--- src/rtl/hkl_pkg.sv ---
package hkl_pkg;

    // Operand index visited by the cell in row r, column c of a size-n grid.
    function automatic int fold_idx(input int r, input int c, input int n);
        int q;
        if (((r + c) % 2) == 0) begin
            q = (c - r) / 2;
        end else begin
            q = -((c + r + 1) / 2);
        end
        return ((q % n) + n) % n;
    endfunction

endpackage

--- src/rtl/hkl_cell.sv ---
module hkl_cell (
    input  logic sum_in,
    input  logic op_b,
    input  logic op_h,
    output logic sum_out
);

    always_comb begin
        sum_out = sum_in ^ (op_b & op_h);
    end

endmodule

--- src/rtl/hkl_skew.sv ---
module hkl_skew #(
    parameter int W     = 23,
    parameter int DEPTH = 8
) (
    input  logic                       clk,
    input  logic                       rst_n,
    input  logic [W-1:0]               din,
    output logic [DEPTH-1:0][W-1:0]    taps
);

    localparam int STAGES = DEPTH - 1;

    logic [STAGES-1:0][W-1:0] stg_d;
    logic [STAGES-1:0][W-1:0] stg_q;

    always_comb begin
        stg_d[0] = din;
        for (int k = 1; k < STAGES; k++) begin
            stg_d[k] = stg_q[k-1];
        end
    end

    always_ff @(posedge clk or negedge rst_n) begin
        if (!rst_n) begin
            stg_q <= '0;
        end else begin
            stg_q <= stg_d;
        end
    end

    assign taps[0] = din;

    generate
        for (genvar t = 1; t < DEPTH; t++) begin : g_tap
            assign taps[t] = stg_q[t-1];
        end
    endgenerate

endmodule

--- src/rtl/hkl_column.sv ---
module hkl_column
    import hkl_pkg::*;
#(
    parameter int D   = 8,
    parameter int COL = 0
) (
    input  logic             clk,
    input  logic             rst_n,
    input  logic [2*D-2:0]   h_in,
    input  logic [D-1:0]     b_in,
    input  logic [D-1:0]     sum_in,
    output logic [D-1:0]     sum_out
);

    typedef struct packed {
        logic [D-1:0] sum;
    } col_state_t;

    col_state_t   st_d;
    col_state_t   st_q;
    logic [D-1:0] cell_sum;
    logic         unused_hbits;

    assign unused_hbits = ^h_in;

    generate
        for (genvar r = 0; r < D; r++) begin : g_row
            localparam int SIG = fold_idx(r, COL, D);
            hkl_cell u_cell (
                .sum_in  (sum_in[r]),
                .op_b    (b_in[SIG]),
                .op_h    (h_in[r + SIG]),
                .sum_out (cell_sum[r])
            );
        end
    endgenerate

    always_comb begin
        st_d     = st_q;
        st_d.sum = cell_sum;
    end

    always_ff @(posedge clk or negedge rst_n) begin
        if (!rst_n) begin
            st_q <= '0;
        end else begin
            st_q <= st_d;
        end
    end

    assign sum_out = st_q.sum;

endmodule

--- src/rtl/hankel_systolic_mul.sv ---
module hankel_systolic_mul #(
    parameter int D = 8
) (
    input  logic             clk,
    input  logic             rst_n,
    input  logic             in_valid,
    input  logic [2*D-2:0]   hvec,
    input  logic [D-1:0]     bvec,
    output logic             out_valid,
    output logic [D-1:0]     prod
);

    localparam int HW = 2 * D - 1;
    localparam int OW = HW + D;

    typedef struct packed {
        logic [D-1:0] vld;
    } top_state_t;

    top_state_t            st_d;
    top_state_t            st_q;
    logic [D-1:0][OW-1:0]  op_taps;
    logic [D-1:0][D-1:0]   col_sum;

    hkl_skew #(
        .W     (OW),
        .DEPTH (D)
    ) u_skew (
        .clk   (clk),
        .rst_n (rst_n),
        .din   ({hvec, bvec}),
        .taps  (op_taps)
    );

    generate
        for (genvar c = 0; c < D; c++) begin : g_col
            logic [D-1:0] sum_prev;
            if (c == 0) begin : g_first
                assign sum_prev = '0;
            end else begin : g_rest
                assign sum_prev = col_sum[c-1];
            end
            hkl_column #(
                .D   (D),
                .COL (c)
            ) u_col (
                .clk     (clk),
                .rst_n   (rst_n),
                .h_in    (op_taps[c][OW-1:D]),
                .b_in    (op_taps[c][D-1:0]),
                .sum_in  (sum_prev),
                .sum_out (col_sum[c])
            );
        end
    endgenerate

    always_comb begin
        st_d     = st_q;
        st_d.vld = {st_q.vld[D-2:0], in_valid};
    end

    always_ff @(posedge clk or negedge rst_n) begin
        if (!rst_n) begin
            st_q <= '0;
        end else begin
            st_q <= st_d;
        end
    end

    assign out_valid = st_q.vld[D-1];
    assign prod      = col_sum[D-1];

endmodule

--- config.mk ---
export PLATFORM = sky130hd
export DESIGN_NAME = hankel_systolic_mul
export DESIGN_NICKNAME = d
export VERILOG_FILES = /design/src/rtl/hkl_pkg.sv /design/src/rtl/hkl_cell.sv /design/src/rtl/hkl_skew.sv /design/src/rtl/hkl_column.sv /design/src/rtl/hankel_systolic_mul.sv
export SDC_FILE = /design/constraint.sdc
export NUM_CORES = 1
export LEC_CHECK = 0
export BUFFER_PORTS_ARGS = -buffer_cell sky130_fd_sc_hd__clkbuf_2
export CORE_ASPECT_RATIO = 1.5
export CORE_MARGIN = 2
export CORE_UTILIZATION = 45
export DETAILED_ROUTE_END_ITERATION = 10
export PLACE_DENSITY = 0.7
export RECOVER_POWER = 100
export SYNTH_ARGS = -nofsm -noshare
export SYNTH_HDL_FRONTEND = slang
export SYNTH_SLANG_ARGS = --single-unit
--- constraint.sdc ---
create_clock -name clk -period 0.8 [get_ports clk]
set_input_delay 0.16 -clock clk [delete_from_list [all_inputs] [get_ports clk]]
set_output_delay 0.16 -clock clk [all_outputs]
set_load 0.05 [all_outputs]
==> results of run 1 <==
stage by stage:
step / total power [mW] / hold slack (ns) / cell area, um^2 / worst slack (ns)
5_1_grt: 22.6 / 0.351 / 6770 / -0.347
6_report: 21.7 / 0.341 / 6770 / -0.313
4_1_cts: 21.8 / 0.309 / 6790 / -0.344
2_1_floorplan: 12.3 / -0.136 / 5410 / 0.0541
3_5_place_dp: 12.9 / 0.171 / 5840 / 0.0449
3_3_place_gp: 12.8 / 0.173 / 5840 / 0.0727
power groups by stage:
stage	clock (mW)	sequential, mW	combinational [mW]
after floorplan	0	11.6	0.656
after global placement	0	11.0	1.74
after detailed placement	0	11.1	1.80
after CTS	8.67	11.0	2.17
after global routing	9.11	11.1	2.36
final	8.47	11.0	2.20
timing repair:
item,4_1_cts,5_1_grt
endpoints found under the hold margin,217,0
hold buffers,25,0
resized for setup,18,10
setup endpoints to repair,9,10
layer usage:
metal / routed length (um) / part of all wire, %
met5: 0 / 0
met4: 146 / 2.1
met3: 259 / 3.7
met2: 4450 / 63
met1: 2240 / 32
logic make-up after synthesis:
logic type	count (synthesis)	synth area share [%]
xor gates and xnor gates	56	9.07
DFF	186	86.1
and+or+nand+nor	64	4.81
Yosys cell counts:
| library cell | number | share of area (%) |
|---|---|---|
| and2_1 | 8 | 0.93 |
| nand2_1 | 56 | 3.9 |
| dfrtp_1 | 186 | 86 |
| xnor2_1 | 56 | 9.1 |
registers in the layout (all words and copies together), names as in the netlist:
register             count
g_col.u_col.sum_out     64
st_q                     8
u_skew.taps            114
worst max path at each step:
stage,start,to,cells past startpoint
2_1_floorplan,st_q[7]$_DFF_PN0_,out_valid,0
3_3_place_gp,g_col[7].u_col.sum_out[7]$_DFF_PN0_,prod[7],1
3_5_place_dp,u_skew.taps[128]$_DFF_PN0_,g_col[5].u_col.sum_out[0]$_DFF_PN0_,2
4_1_cts,g_col[7].u_col.sum_out[7]$_DFF_PN0_,prod[7],1
5_1_grt,g_col[7].u_col.sum_out[2]$_DFF_PN0_,prod[2],1
6_report,g_col[7].u_col.sum_out[2]$_DFF_PN0_,prod[2],1
cell type report:
cell class	instances	area [um^2]	area share, %
Clock buffer	20	457	6.75
Sequential cell	186	4650	68.7
Tap cell	153	191	2.83
Timing Repair Buffer	63	551	8.13
Multi-Input combinational cell	120	758	11.2
Clock inverter	12	159	2.35
worst register-to-register path: stages, from the launching register on:
cell,delay (ns)
dfrtp_1,0.39
nand2_1,0.11
xnor2_2,0.15
==> flow_summary_export.csv, run 1 <==
group,metric,value,unit
cells_and_area,fin_cells,554,
critical_path,r2r_setup_slack,0.04,ns
cells_and_area,utilization,57.2,%
clocking,clk_pin_slew_worst_paths,0.07,ns
drt,wire_per_inst,12.8,um
sta,relSlewSlack,71.3,%
drt,vias_per_cell,4.37,
critical_path,crit_chain,"buf_8",
cells_and_area,final_common_cell,"dfrtp_1",
cells_and_area,area_growth_syn_to_layout,25.3,%
die,dieHeight,138,um
cells_and_area,fillCellCount,892,
critical_path,startpoint_type,"register",
sta,tns,-2.77,ns
placed_design,place_congestion,0.745,
critical_path,arrival,0.95,ns
sta,fmax,0.899,GHz
clocking,clock-sinks,186,
critical_path,endpoint_kind,"output pin",
power_and_ir_drop,p_sw,5.01,mW
placed_design,hpwlAfterDp,4010,um
critical_path,r2r_cells,2,
clocking,insertion_delay,0.42,ns
status,status,"finished, violations left",
grt,grt_pass1_vias,2616,
power_and_ir_drop,switching_share,23.1,%
critical_path,worst-path-max-fanout,1,
power_and_ir_drop,p_comb_share,10.1,%
cells_and_area,diodes,0,
placed_design,place_inst,497,
min_path,holdPathEnd,"u_skew.taps[80]$_DFF_PN0_",
critical_path,worstReg2RegStart,"u_skew.taps[29]$_DFF_PN0_",
die,core,11800,um^2
clocking,cts_setup_buffers,0,
clocking,clockBufferDepth,2,
grt,antenna_found_initial,0,
sta,setup_violations,9,
critical_path,crit_family,"flip-flops",
sta,fin_crit,1.11,ns
die,die_w,93.5,um
grt,met2_usage,23.9,%
critical_path,required,0.64,ns
drt,vias,2420,
power_and_ir_drop,clkPwrFrac,39.1,%
die,ios,35,
drt,finalWirelength,7090,um
run,maxCapViolCount,0,
power_and_ir_drop,p_leak,3.04,nW
power_and_ir_drop,power_frac_seq,50.8,%
grt,grt_start_max_net_pins,70,
drt,drc,0,
min_path,hp-start,"u_skew.taps[57]$_DFF_PN0_",
power_and_ir_drop,power.internal,16.7,mW
grt,grtUsageTotal,13.0,%
grt,overflow,0,
power_and_ir_drop,power.density,3200,nW/um^2
drt,dr.pass1.iters,4,
cells_and_area,final_cell_mix,"dfrtp_1 (186), nand2_1 (56), xnor2_1 (55), dlygate4sd3_1 (25), clkbuf_2 (18)",
clocking,clockRootBuffer,"clkbuf_16",
grt,busiest_layer,"met2",
yosys,synth-seq-area-share,86.1,%
clocking,tritoncts,"done",
clocking,cts_buffers,17,
critical_path,slowest_stage,"dfrtp_1",
placed_design,port_buffers,34,
min_path,hp-class,"reg -> reg",
grt,grt_util_met3,4.03,%
cells_and_area,final_layout_size_suffix_gt1_share,15.5,%
yosys,syn_avg_cell_area,17.7,um^2
sta,rsz0062_at_grt,"true",
sta,finalHoldViolCount,0,
sta,drv_slew,0,
yosys,ys_warn_count,0,
sta,post-route-period-util,139,%
yosys,synth-seq-cells,186,
yosys,syn_inst,306,
die,die-area,12900,um^2
sta,worst_pin_slew,0.431,ns
cells_and_area,layout.nets,414,
yosys,syn_area,5410,um^2
status,violations,"negative setup slack",
critical_path,reg2reg_to,"g_col[1].u_col.sum_out[5]$_DFF_PN0_",
power_and_ir_drop,vdd_drop_max,0.00200,V
die,initial_utilization,45.7,%
yosys,syn-num-nets,332,
grt,grt_pass1_wl,12200,um
drt,drt-initial-drc-count,142,
yosys,yosysUniqueCellTypes,4,
sta,setup_slack,-0.313,ns
critical_path,critical_path_buf_inv_count,1,
critical_path,max_stage_delay,0.39,ns
critical_path,worstSetupPathType,"reg -> out",
grt,gr-usage-met1,12.6,%
sta,finClkSkew,0.00780,ns
die,rows,49,
min_path,hold_path_depth,0,
drt,ant_nets,0,
clocking,htree_levels,4,
(Power assumes the default switching activity.)
==> run 2, diff against run 1 <==
--- a/config.mk
+++ b/config.mk
@@ -11,7 +11,7 @@
 export CORE_UTILIZATION = 45
 export DETAILED_ROUTE_END_ITERATION = 10
 export PLACE_DENSITY = 0.7
-export RECOVER_POWER = 100
+export RECOVER_POWER = 50
 export SYNTH_ARGS = -nofsm -noshare
 export SYNTH_HDL_FRONTEND = slang
 export SYNTH_SLANG_ARGS = --single-unit
==> flow_summary_export.csv, run 2 (synthesized netlist as in run 1, its figures left out) <==
group,metric,value,unit
critical_path,max_stage_delay,0.39,ns
placed_design,place_congestion,0.745,
grt,antenna_found_initial,0,
die,rows,49,
cells_and_area,diodes,0,
drt,ant_nets,0,
min_path,hold_path_depth,0,
placed_design,port_buffers,34,
cells_and_area,utilization,57.2,%
sta,worst_pin_slew,0.431,ns
status,violations,"negative setup slack",
die,die-area,12900,um^2
critical_path,r2r_cells,2,
power_and_ir_drop,clkPwrFrac,39.1,%
critical_path,arrival,0.95,ns
power_and_ir_drop,power_frac_seq,50.8,%
sta,setup_slack,-0.313,ns
critical_path,startpoint_type,"register",
drt,drc,0,
drt,vias,2422,
drt,wire_per_inst,12.8,um
min_path,hp-start,"u_skew.taps[57]$_DFF_PN0_",
cells_and_area,fin_cells,554,
sta,relSlewSlack,71.3,%
run,maxCapViolCount,0,
min_path,hp-class,"reg -> reg",
critical_path,worstReg2RegStart,"u_skew.taps[29]$_DFF_PN0_",
power_and_ir_drop,vdd_drop_max,0.00200,V
cells_and_area,layout.nets,414,
die,initial_utilization,45.7,%
placed_design,hpwlAfterDp,4010,um
power_and_ir_drop,p_leak,3.04,nW
grt,grt_pass1_wl,12200,um
critical_path,endpoint_kind,"output pin",
critical_path,critical_path_buf_inv_count,1,
clocking,htree_levels,4,
sta,tns,-2.77,ns
power_and_ir_drop,p_sw,5.01,mW
cells_and_area,fillCellCount,892,
clocking,clock-sinks,186,
clocking,clk_pin_slew_worst_paths,0.07,ns
power_and_ir_drop,p_comb_share,10.1,%
sta,fmax,0.899,GHz
cells_and_area,final_cell_mix,"dfrtp_1 (186), nand2_1 (56), xnor2_1 (55), dlygate4sd3_1 (25), clkbuf_2 (18)",
cells_and_area,largest_reg_flops,114,
drt,vias_per_cell,4.37,
power_and_ir_drop,power.density,3200,nW/um^2
sta,finClkSkew,0.00780,ns
power_and_ir_drop,power.total,21.7,mW
clocking,tritoncts,"done",
critical_path,reg2reg_to,"g_col[1].u_col.sum_out[5]$_DFF_PN0_",
clocking,clockBufferDepth,2,
grt,grt_start_max_net_pins,70,
sta,drv_slew,0,
critical_path,r2r_setup_slack,0.04,ns
critical_path,required,0.64,ns
sta,post-route-period-util,139,%
min_path,holdPathEnd,"u_skew.taps[80]$_DFF_PN0_",
clocking,clockRootBuffer,"clkbuf_16",
clocking,cts_buffers,17,
drt,dr.pass1.iters,4,
cells_and_area,final_common_cell,"dfrtp_1",
die,die_w,93.5,um
sta,rsz0062_at_grt,"true",
clocking,insertion_delay,0.42,ns
drt,drt-initial-drc-count,142,
critical_path,crit_chain,"buf_8",
power_and_ir_drop,switching_share,23.1,%
die,core,11800,um^2
critical_path,worstSetupPathType,"reg -> out",
critical_path,worst-path-max-fanout,1,
cells_and_area,area_growth_syn_to_layout,25.3,%
sta,fin_crit,1.11,ns
die,dieHeight,138,um
critical_path,crit_family,"flip-flops",
critical_path,slowest_stage,"dfrtp_1",
clocking,cts_setup_buffers,0,
drt,finalWirelength,7090,um
sta,finalHoldViolCount,0,
grt,overflow,0,
power_and_ir_drop,power.internal,16.7,mW
status,status,"finished, violations left",
sta,timing.hold.ws,0.341,ns
grt,grt_pass1_vias,2616,
grt,grtUsageTotal,13.0,%
placed_design,place_inst,497,
sta,setup_violations,9,
die,ios,35,
cells_and_area,final_layout_size_suffix_gt1_share,15.5,%
-- run 2: worst max-delay path by stage --
stage | start | end | slack (ns) | cells after the start
4_1_cts | g_col[7].u_col.sum_out[7]$_DFF_PN0_ | prod[7] | -0.34 | 1
5_1_grt | g_col[7].u_col.sum_out[2]$_DFF_PN0_ | prod[2] | -0.35 | 1
3_5_place_dp | u_skew.taps[128]$_DFF_PN0_ | g_col[5].u_col.sum_out[0]$_DFF_PN0_ | 0.04 | 2
3_3_place_gp | g_col[7].u_col.sum_out[7]$_DFF_PN0_ | prod[7] | 0.07 | 1
6_report | g_col[7].u_col.sum_out[2]$_DFF_PN0_ | prod[2] | -0.31 | 1
2_1_floorplan | st_q[7]$_DFF_PN0_ | out_valid | 0.05 | 0
-- run 2: power by group through the flow --
stage          sequential (mW)  combinational (mW)  clock [mW]
2_1_floorplan             11.6               0.656           0
3_3_place_gp              11.0                1.74           0
3_5_place_dp              11.1                1.80           0
4_1_cts                   11.0                2.17        8.67
5_1_grt                   11.1                2.36        9.11
6_report                  11.0                2.20        8.47
-- run 2: cell type report --
cell class | count | area (um^2) | area share (%)
Clock buffer | 20 | 457 | 6.75
Sequential cell | 186 | 4650 | 68.7
Timing Repair Buffer | 63 | 551 | 8.13
Clock inverter | 12 | 159 | 2.35
Tap cell | 153 | 191 | 2.83
Multi-Input combinational cell | 120 | 758 | 11.2
-- run 2: metal layers --
metal / track usage, % / routed length, um
met5: 0 / 0
met3: 4.03 / 259
met1: 12.6 / 2230
met4: 6.97 / 146
met2: 23.9 / 4450
-- run 2: timing repair --
action	4_1_cts	5_1_grt
endpoints found under the hold margin	217	0
hold buffers	25	0
pin swaps	0	0
endpoints found under the setup margin	9	10
resized for setup	18	10
-- run 2: per-stage QoR --
stage / worst slack (ns) / instance area (um^2)
after floorplan: 0.0541 / 5410
after CTS: -0.344 / 6790
after detailed placement: 0.0449 / 5840
final: -0.313 / 6770
after global placement: 0.0727 / 5840
after global routing: -0.347 / 6770
-- run 2: worst register-to-register path, cell delays in order (launching register included) --
cell	delay (ns)
dfrtp_1	0.39
nand2_1	0.11
xnor2_2	0.15
==> run 3, diff against run 2 <==
==> constraint.sdc (replaced) <==
create_clock -name clk -period 0.8 [get_ports clk]
set_input_delay 0.16 -clock clk [delete_from_list [all_inputs] [get_ports clk]]
set_output_delay 0.16 -clock clk [all_outputs]
set_load 0.1 [all_outputs]
==> flow_summary_export.csv, run 3 (synthesized netlist as in run 1, its figures left out) <==
group,metric,value,unit
die,die-area,12900,um^2
power_and_ir_drop,power.internal,18.3,mW
power_and_ir_drop,switching_share,23.4,%
cells_and_area,area_growth_syn_to_layout,29.8,%
sta,fmax,0.814,GHz
placed_design,hpwlAfterDp,4520,um
cells_and_area,final_common_cell,"dfrtp_1",
grt,antenna_found_initial,0,
placed_design,dpl_worst_slack,0.00404,ns
die,die_w,93.5,um
placed_design,place_inst,501,
cells_and_area,final_cell_mix,"dfrtp_1 (177), nand2_1 (56), xnor2_1 (56), dlygate4sd3_1 (25), clkbuf_16 (17)",
cells_and_area,fin_cells,556,
placed_design,place_congestion,0.753,
power_and_ir_drop,clkPwrFrac,40.3,%
cells_and_area,layout.nets,418,
drt,dr.pass1.iters,4,
cells_and_area,diodes,0,
die,ios,35,
critical_path,slowest_stage,"dfrtp_4",
power_and_ir_drop,p_sw,5.58,mW
grt,grt_start_max_net_pins,31,
grt,grtUsageTotal,12.8,%
grt,grt_pass1_wl,12000,um
cells_and_area,largest_reg_flops,114,
clocking,clock-sinks,186,
clocking,tritoncts,"done",
run,maxCapViolCount,0,
clocking,clk_pin_slew_worst_paths,0.06,ns
sta,finClkSkew,0.00781,ns
clocking,cts_buffers,17,
placed_design,port_buffers,34,
power_and_ir_drop,vdd_drop_max,0.00244,V
sta,setup_violations,22,
sta,drv_slew,0,
clocking,cts_setup_buffers,0,
drt,ant_nets,0,
drt,wire_per_inst,12.7,um
sta,relSlewSlack,68.6,%
power_and_ir_drop,power.density,3400,nW/um^2
die,dieHeight,138,um
critical_path,worst-path-max-fanout,1,
sta,fin_crit,1.23,ns
cells_and_area,final_layout_size_suffix_gt1_share,18.1,%
die,rows,49,
sta,worst_pin_slew,0.470,ns
sta,tns,-4.03,ns
power_and_ir_drop,power_frac_seq,46.7,%
sta,setup_slack,-0.428,ns
clocking,clockRootBuffer,"clkbuf_16",
min_path,hp-class,"in -> async",
critical_path,startpoint_type,"register",
sta,timing.hold.ws,0.281,ns
die,core,11800,um^2
drt,vias_per_cell,4.40,
critical_path,crit_family,"flip-flops",
power_and_ir_drop,p_comb_share,13.0,%
critical_path,max_stage_delay,0.48,ns
sta,rsz0062_at_grt,"true",
power_and_ir_drop,p_leak,3.12,nW
grt,overflow,0,
critical_path,crit_chain,"buf_12",
sta,post-route-period-util,154,%
critical_path,arrival,1.07,ns
grt,grt_pass1_vias,2758,
drt,vias,2448,
clocking,insertion_delay,0.41,ns
status,violations,"negative setup slack",
critical_path,critical_path_buf_inv_count,1,
status,status,"finished, violations left",
critical_path,worstSetupPathType,"reg -> out",
drt,finalWirelength,7050,um
clocking,clockBufferDepth,2,
die,initial_utilization,45.7,%
clocking,htree_levels,4,
drt,drt-initial-drc-count,57,
critical_path,required,0.64,ns
critical_path,endpoint_kind,"output pin",
sta,finalHoldViolCount,0,
drt,drc,0,
[run 3: per-layer routing]
| layer | global-route usage, % | part of all wire (%) |
|---|---|---|
| met5 | 0 | 0 |
| met1 | 10.6 | 30 |
| met4 | 6.27 | 2.3 |
| met2 | 25.0 | 64 |
| met3 | 4.63 | 3.6 |
[run 3: what timing repair did]
item,CTS,global route
gates cloned,0,0
hold buffers,25,0
hold endpoints to repair,217,0
resized for setup,0,0
pin swaps,0,0
setup endpoints to repair,9,11
[run 3: worst paths after layout]
kind	cells past startpoint	slack (ns)	start	end
max in group asynchronous	3	-0.02	rst_n	g_col[5].u_col.sum_out[7]$_DFF_PN0_
hold reg to reg	0	0.35	u_skew.taps[25]$_DFF_PN0_	u_skew.taps[48]$_DFF_PN0_
hold / removal	2	0.28	rst_n	g_col[7].u_col.sum_out[7]$_DFF_PN0_
setup / recovery	1	-0.43	g_col[7].u_col.sum_out[1]$_DFF_PN0_	prod[1]
setup reg to reg	2	0.03	u_skew.taps[128]$_DFF_PN0_	g_col[5].u_col.sum_out[5]$_DFF_PN0_
min in group clk	0	0.35	u_skew.taps[25]$_DFF_PN0_	u_skew.taps[48]$_DFF_PN0_
[run 3: metrics by stage]
step / cell area [um^2] / power [mW] / utilization (%)
2_1_floorplan: 5440 / 13.0 / -
3_3_place_gp: 6080 / 14.2 / 51.4
3_5_place_dp: 6080 / 14.4 / 51.4
4_1_cts: 7030 / 24.1 / 59.4
5_1_grt: 7020 / 24.8 / 59.3
6_report: 7020 / 23.9 / 59.3
[run 3: power by group through the flow]
stage | clock network (mW) | logic [mW] | registers [mW]
floorplan | 0 | 0.656 | 12.4
global placement | 0 | 2.97 | 11.2
detailed placement | 0 | 3.04 | 11.3
CTS | 9.82 | 3.16 | 11.2
global route | 10.2 | 3.30 | 11.2
finish | 9.63 | 3.11 | 11.1
[run 3: area by class of cell]
class	instances	area (um^2)
multi-input combinational	120	751
fill	838	4820
clock inverter	10	236
timing repair buffer	67	683
clock buffer	20	467
sequential	186	4690
tap	153	191
